<file path="config.mk">
export PLATFORM = sky130hd
export DESIGN_NAME = i2c10_wr_master
export DESIGN_NICKNAME = d
export VERILOG_FILES = /design/src/rtl/i2c10_wr_master.sv
export SDC_FILE = /design/constraint.sdc
export NUM_CORES = 1
export LEC_CHECK = 0
export ABC_AREA = 1
export CAP_MARGIN = 15
export CORE_MARGIN = 1.5
export CORE_UTILIZATION = 60
export DETAILED_ROUTE_END_ITERATION = 8
export PLACE_DENSITY = 0.86
export SLEW_MARGIN = 20
export SYNTH_ARGS = -nofsm -noshare
export SYNTH_HDL_FRONTEND = slang
export SYNTH_SLANG_ARGS = --single-unit
</file>
<file path="constraint.sdc">
create_clock -name clk -period 3.68 [get_ports clk]
set_clock_uncertainty 0.15 [all_clocks]
set_input_delay 0.736 -clock clk [delete_from_list [all_inputs] [get_ports clk]]
set_output_delay 0.736 -clock clk [all_outputs]
set_load 0.02 [all_outputs]
</file>
<file path="src/rtl/i2c10_wr_master.sv">
module i2c10_wr_master #(
  parameter int DIVW = 12
) (
  input  logic            clk,
  input  logic            rst_n,
  input  logic [DIVW-1:0] div_i,
  input  logic            wr_i,
  input  logic [7:0]      wdata_i,
  input  logic            start_set_i,
  input  logic            stop_set_i,
  input  logic            irq_en_i,
  output logic            irq_o,
  output logic            empty_o,
  output logic            start_o,
  output logic            stop_o,
  output logic            nack_o,
  output logic            busy_o,
  input  logic            scl_i,
  input  logic            sda_i,
  output logic            scl_oe_o,
  output logic            sda_oe_o
);

  typedef enum logic [2:0] {
    S_IDLE, S_START, S_LOW, S_HIGH, S_HOLD, S_PLOW, S_PHIGH, S_PEND
  } st_t;

  st_t            st;
  logic [DIVW-1:0] cnt;
  logic [7:0]     hold_q, sh_q;
  logic [3:0]     bitn;
  logic           full_q, start_q, stop_q, nack_q, sda_oe_q;
  logic [1:0]     scl_ff, sda_ff;
  logic           sda_want, load;

  wire scl_s     = scl_ff[1];
  wire sda_s     = sda_ff[1];
  wire half_done = (cnt == div_i - 1'b1);
  wire ack_bit   = (bitn == 4'd8);
  wire hi_done   = scl_s && half_done;

  always_comb begin
    case (st)
      S_START, S_HOLD, S_PLOW, S_PHIGH: sda_want = 1'b1;
      S_LOW, S_HIGH:                    sda_want = !ack_bit && !sh_q[7];
      default:                          sda_want = 1'b0;
    endcase
  end

  assign load = (st == S_START && half_done) ||
                (st == S_HIGH && hi_done && ack_bit && !sda_s && full_q) ||
                (st == S_HOLD && full_q);

  always_ff @(posedge clk or negedge rst_n) begin
    if (!rst_n) begin
      st       <= S_IDLE;
      cnt      <= '0;
      hold_q   <= '0;
      sh_q     <= '0;
      bitn     <= '0;
      full_q   <= 1'b0;
      start_q  <= 1'b0;
      stop_q   <= 1'b0;
      nack_q   <= 1'b0;
      sda_oe_q <= 1'b0;
      scl_ff   <= 2'b11;
      sda_ff   <= 2'b11;
    end else begin
      scl_ff   <= {scl_ff[0], scl_i};
      sda_ff   <= {sda_ff[0], sda_i};
      sda_oe_q <= sda_want;
      if (wr_i) begin
        hold_q <= wdata_i;
        full_q <= 1'b1;
      end else if (load) begin
        full_q <= 1'b0;
      end
      if (load) begin
        sh_q <= hold_q;
        bitn <= '0;
      end
      if (start_set_i) begin
        start_q <= 1'b1;
        nack_q  <= 1'b0;
      end
      if (stop_set_i) stop_q <= 1'b1;
      cnt <= cnt + 1'b1;
      case (st)
        S_IDLE: begin
          cnt <= '0;
          if (start_q && full_q) st <= S_START;
        end
        S_START, S_LOW, S_PLOW: if (half_done) begin
          cnt <= '0;
          st  <= (st == S_PLOW) ? S_PHIGH : S_HIGH;
          if (st == S_START) st <= S_LOW;
        end
        S_HIGH: begin
          if (!scl_s) cnt <= '0;
          else if (half_done) begin
            cnt <= '0;
            if (!ack_bit) begin
              sh_q <= {sh_q[6:0], 1'b0};
              bitn <= bitn + 4'd1;
              st   <= S_LOW;
            end else if (sda_s) begin
              nack_q <= 1'b1;
              st     <= S_PLOW;
            end else if (full_q) st <= S_LOW;
            else if (stop_q)     st <= S_PLOW;
            else                 st <= S_HOLD;
          end
        end
        S_HOLD: begin
          cnt <= '0;
          if (full_q)      st <= S_LOW;
          else if (stop_q) st <= S_PLOW;
        end
        S_PHIGH: begin
          if (!scl_s) cnt <= '0;
          else if (half_done) begin
            cnt <= '0;
            st  <= S_PEND;
          end
        end
        S_PEND: if (half_done) begin
          cnt     <= '0;
          st      <= S_IDLE;
          start_q <= 1'b0;
          stop_q  <= 1'b0;
        end
        default: st <= S_IDLE;
      endcase
    end
  end

  assign scl_oe_o = (st == S_LOW) || (st == S_HOLD) || (st == S_PLOW);
  assign sda_oe_o = sda_oe_q;
  assign busy_o   = (st != S_IDLE);
  assign empty_o  = !full_q;
  assign irq_o    = irq_en_i && !full_q;
  assign start_o  = start_q;
  assign stop_o   = stop_q;
  assign nack_o   = nack_q;

  p_start_needs_data_r2: assert property (@(posedge clk) disable iff (!rst_n)
    $rose(busy_o) |-> ($past(start_o) && !$past(empty_o)));

  p_sda_steady_high_r3: assert property (@(posedge clk) disable iff (!rst_n)
    (st == S_HIGH && $past(st) == S_HIGH) |-> $stable(sda_oe_o));

  p_nack_sticky_r6: assert property (@(posedge clk) disable iff (!rst_n)
    (nack_o && !start_set_i) |=> nack_o);

  p_stretch_wait_r7: assert property (@(posedge clk) disable iff (!rst_n)
    (st == S_HIGH && !scl_s) |=> (st == S_HIGH));

  p_ctrl_clear_r10: assert property (@(posedge clk) disable iff (!rst_n)
    ($past(st) == S_PEND && st == S_IDLE) |-> (!start_o && !stop_o));

endmodule

</file>
==> reports/metrics.json <==
{
  "synth": {
    "postSynthRegisterBits": 44,
    "synth_compound_gate_area_share_pct": 4.59,
    "synth_top_family_by_area": "simple AND/OR/NAND/NOR gates",
    "synth_area_leader_cell": "dfrtp_1",
    "synthesized_area_fraction_occupied_by_and_or_nand_nor_cells_pct": 40.3,
    "yosysWarnings": 0,
    "synthTopCellsByCount": "nand2_1, inv_1, nor2_1",
    "synth_xor_area_share_pct": 6.39,
    "yosys-mux-area-fraction_pct": 0,
    "ys_async_sr_fraction_pct": 100,
    "netlist.area_leader.share_pct": 35.0,
    "edff_count_synth": 0,
    "mappedNetlistArea_um2": 2860,
    "yosys_most_used_dff": "dfrtp_1",
    "seq_area_frac_synth_pct": 38.7,
    "syn_area_per_cell_um2": 7.69,
    "synth_most_common_cell": "nand2_1",
    "synth_cell_types": 35,
    "synth_adder_area_share_pct": 1.75,
    "synth.top_cells.by_area": "dfrtp_1, nand2_1, nand3_2",
    "syn-instance-count": 372,
    "mappedNetlistNets": 404
  },
  "worst_setup_path": {
    "crit_buf_inv": 4,
    "timing.critical_path.fanout_max": 9,
    "max_stage_delay_ns": 0.49,
    "crit_path_cell_trace": "clkdlybuf4s50_1, inv_1, ha_1, inv_1, nand2_1, nand2_1, nor2_1, nand3_1, nor2_1, nand4_1, nor2_2, nand4_2, inv_1, nand2_1, nand3_2",
    "timing.critical_path.required_ns": 3.77,
    "timing.critical_path.arrival_ns": 3.18,
    "worst_path_max_delay_cell": "clkdlybuf4s50_1",
    "startpoint_type": "primary input",
    "cp_endpoint_kind": "flip-flop",
    "worst_path_dominant_cell_family": "simple AND/OR/NAND/NOR gates",
    "critPathKind": "in -> reg"
  },
  "floorplanning": {
    "die_outline_area_um2": 5190,
    "floorplan.rows": 24,
    "fp.coreArea_um2": 4470,
    "floorplan.initialDensity_pct": 63.9,
    "design.portCount": 36,
    "die_w_um": 72.0,
    "die-height_um": 72.0
  },
  "route": {
    "route.vias.total": 2417,
    "wl_per_cell_um": 12.2,
    "remaining_number_of_nets_flagged_by_the_antenna_check_after_routing": 0,
    "met3WireLength_um": 245,
    "count_of_routing_violations_after_the_opening_detailed_route_iteration": 138,
    "post_drt_via_cell_ratio": 5.20,
    "topRoutingLayerUsed": "met4",
    "dr_wl_met2_mm": 2.70,
    "iteration_count_of_the_initial_detailed_routing_pass": 4,
    "route.detailed.drc": 0,
    "wl_mm": 5.65,
    "routedLengthMet1_mm": 2.65
  },
  "global_route": {
    "maximum_number_of_pins_on_one_net_before_global_route_repair": 45,
    "globalRoute.totalOverflow": 0,
    "grt_antenna_before_repair": 0,
    "wire_length_of_the_first_global_routing_pass_mm": 9.87,
    "number_of_global_route_vias_before_repair": 2319,
    "global_route.usage.total_pct": 24.1
  },
  "cells_and_area": {
    "finish.instance_area_um2": 3340,
    "num-nets-final": 444,
    "area_growth_pct": 16.9,
    "fraction_of_layout_cells_with_a_size_suffix_above_1_pct": 16.5,
    "antenna_cells": 0,
    "finish.utilization_pct": 74.7
  },
  "pwr": {
    "p_sw_share_pct": 34.9,
    "seq_power_share_pct": 45.1,
    "power.share.clock_pct": 24.6,
    "power.switching_mw": 0.438,
    "total_power_mw": 1.26,
    "irDropWorstVdd_v": 0.000245,
    "power_density_nw_per_um2": 375,
    "power.leakage_nw": 1.68,
    "power_frac_comb_pct": 30.3,
    "power_report.internal_total_mw": 0.817
  },
  "sta": {
    "max_slew_vio_count": 0,
    "unrepaired_setup_endpoints_after_global_routing": "no",
    "fin_ws_ns": 0.586,
    "finalHoldViolations": 0,
    "final-setup-viol-count": 0,
    "fmaxAchievable_mhz": 323,
    "period_share_pct": 84.1,
    "layout_min_cycle_time_ns": 3.09,
    "worstMarginPinSlew_ns": 0.927,
    "worst_slew_margin_rel_pct": 38.2,
    "finalSetupTns_ns": 0
  },
  "clock_network": {
    "cts_resized": 0,
    "clkLatencyLatePin_ns": 0.30,
    "clock-sinks": 44,
    "cts.htree.levels": 2,
    "clock_root_cell": "clkbuf_8",
    "clk_pin_slew_ns": 0.08,
    "number_of_buffers_added_by_the_clock_tree_synthesis_step": 5,
    "cts_hold_buffers": 0,
    "post-cts-setup-buffers": 0,
    "ctsLongestPathBuffers": 2,
    "tritoncts_clock_tree": "yes"
  },
  "placement": {
    "gp_congestion": 0.949,
    "detailed_place_hpwl_mm": 4.45,
    "port_buffers": 35,
    "placement.cell_area_um2": 3250,
    "detailedPlace.worstSlack_ns": 0.282
  },
  "min_path": {
    "hp-class": "reg -> reg"
  },
  "run": {
    "max_cap_viol_count": 0
  },
  "outcome": {
    "status": "complete, no violations"
  }
}
==> sequential cells by signal, summed over array words and instances (netlist names), 2 cells and up <==
signal,flops
st,3
sda_ff,2
sh_q,8
scl_ff,2
cnt,12
bitn,4
hold_q,8
==> power groups by stage <==
stage | Sequential, mW | Combinational (mW) | Clock (mW)
3_5_place_dp | 0.574 | 0.378 | 0
3_3_place_gp | 0.573 | 0.370 | 0
6_report | 0.566 | 0.380 | 0.309
5_1_grt | 0.572 | 0.430 | 0.333
2_1_floorplan | 0.572 | 0.244 | 0
4_1_cts | 0.565 | 0.379 | 0.314
==> path summary, 6_finish.rpt <==
check                               start         to  slack (ns)  cells past startpoint
min in group asynchronous           rst_n    cnt[11]        0.42                      1
worst min-delay path            scl_ff[0]  scl_ff[1]        0.21                      0
max in group asynchronous           rst_n    sh_q[0]        2.38                      1
worst min register to register  scl_ff[0]  scl_ff[1]        0.21                      0
worst max-delay path             div_i[0]    sh_q[7]        0.59                     15
worst max register to register     cnt[3]    sh_q[7]        1.45                     10
==> metal layers <==
metal,global-route usage (%),vias up
li1,-,1241
met5,0,-
met4,5.87,0
met2,41.5,59
met3,5.14,8
met1,31.2,1109
==> worst register-to-register path, stage by stage, from the launching register on <==
cell     delay (ns)
dfrtp_1        0.43
or2_1          0.26
nand3_1        0.09
nand3_1        0.07
nor2_1         0.18
nand4_1        0.14
nor2_2         0.15
nand4_2        0.25
inv_1          0.27
nand2_1        0.10
nand3_2        0.08
==> cells in the final DEF (no fill, tap or decap), drive strengths merged, types with 9 or more instances in the layout <==
cell / instances
clkdlybuf4s50: 34
dfrtp: 40
inv: 53
nand2: 106
nand3: 47
nor2: 55
o21ai: 14
xnor2: 9
xor2: 11
==> kinds of logic (layout without fill, tap and decap cells) <==
kind of cell / after synthesis / in the layout
DFF: 44 / 44
xor gates and xnor gates: 20 / 20
AOI/OAI and AO/OA: 23 / 23
and+or+nand+nor: 223 / 223
adders and majority gates: 4 / 4
buffers and inverters: 58 / 99
==> final cells by class <==
cell class | instances | area [um2]
multi-input combinational | 270 | 1520
fill | 340 | 1130
sequential | 44 | 1110
timing repair buffer | 37 | 360
inverter | 54 | 204
clock buffer | 6 | 82.6
tap | 52 | 65.1
clock inverter | 2 | 10.0
==> per-stage QoR <==
stage                     hold WS [ns]  std cells
after floorplan                  0.195        372
after global placement           0.196        457
after detailed placement         0.199        457
after CTS                        0.207        465
after global routing             0.212        465
final                            0.207        465
No activity file was read; power rests on OpenSTA's default activity.
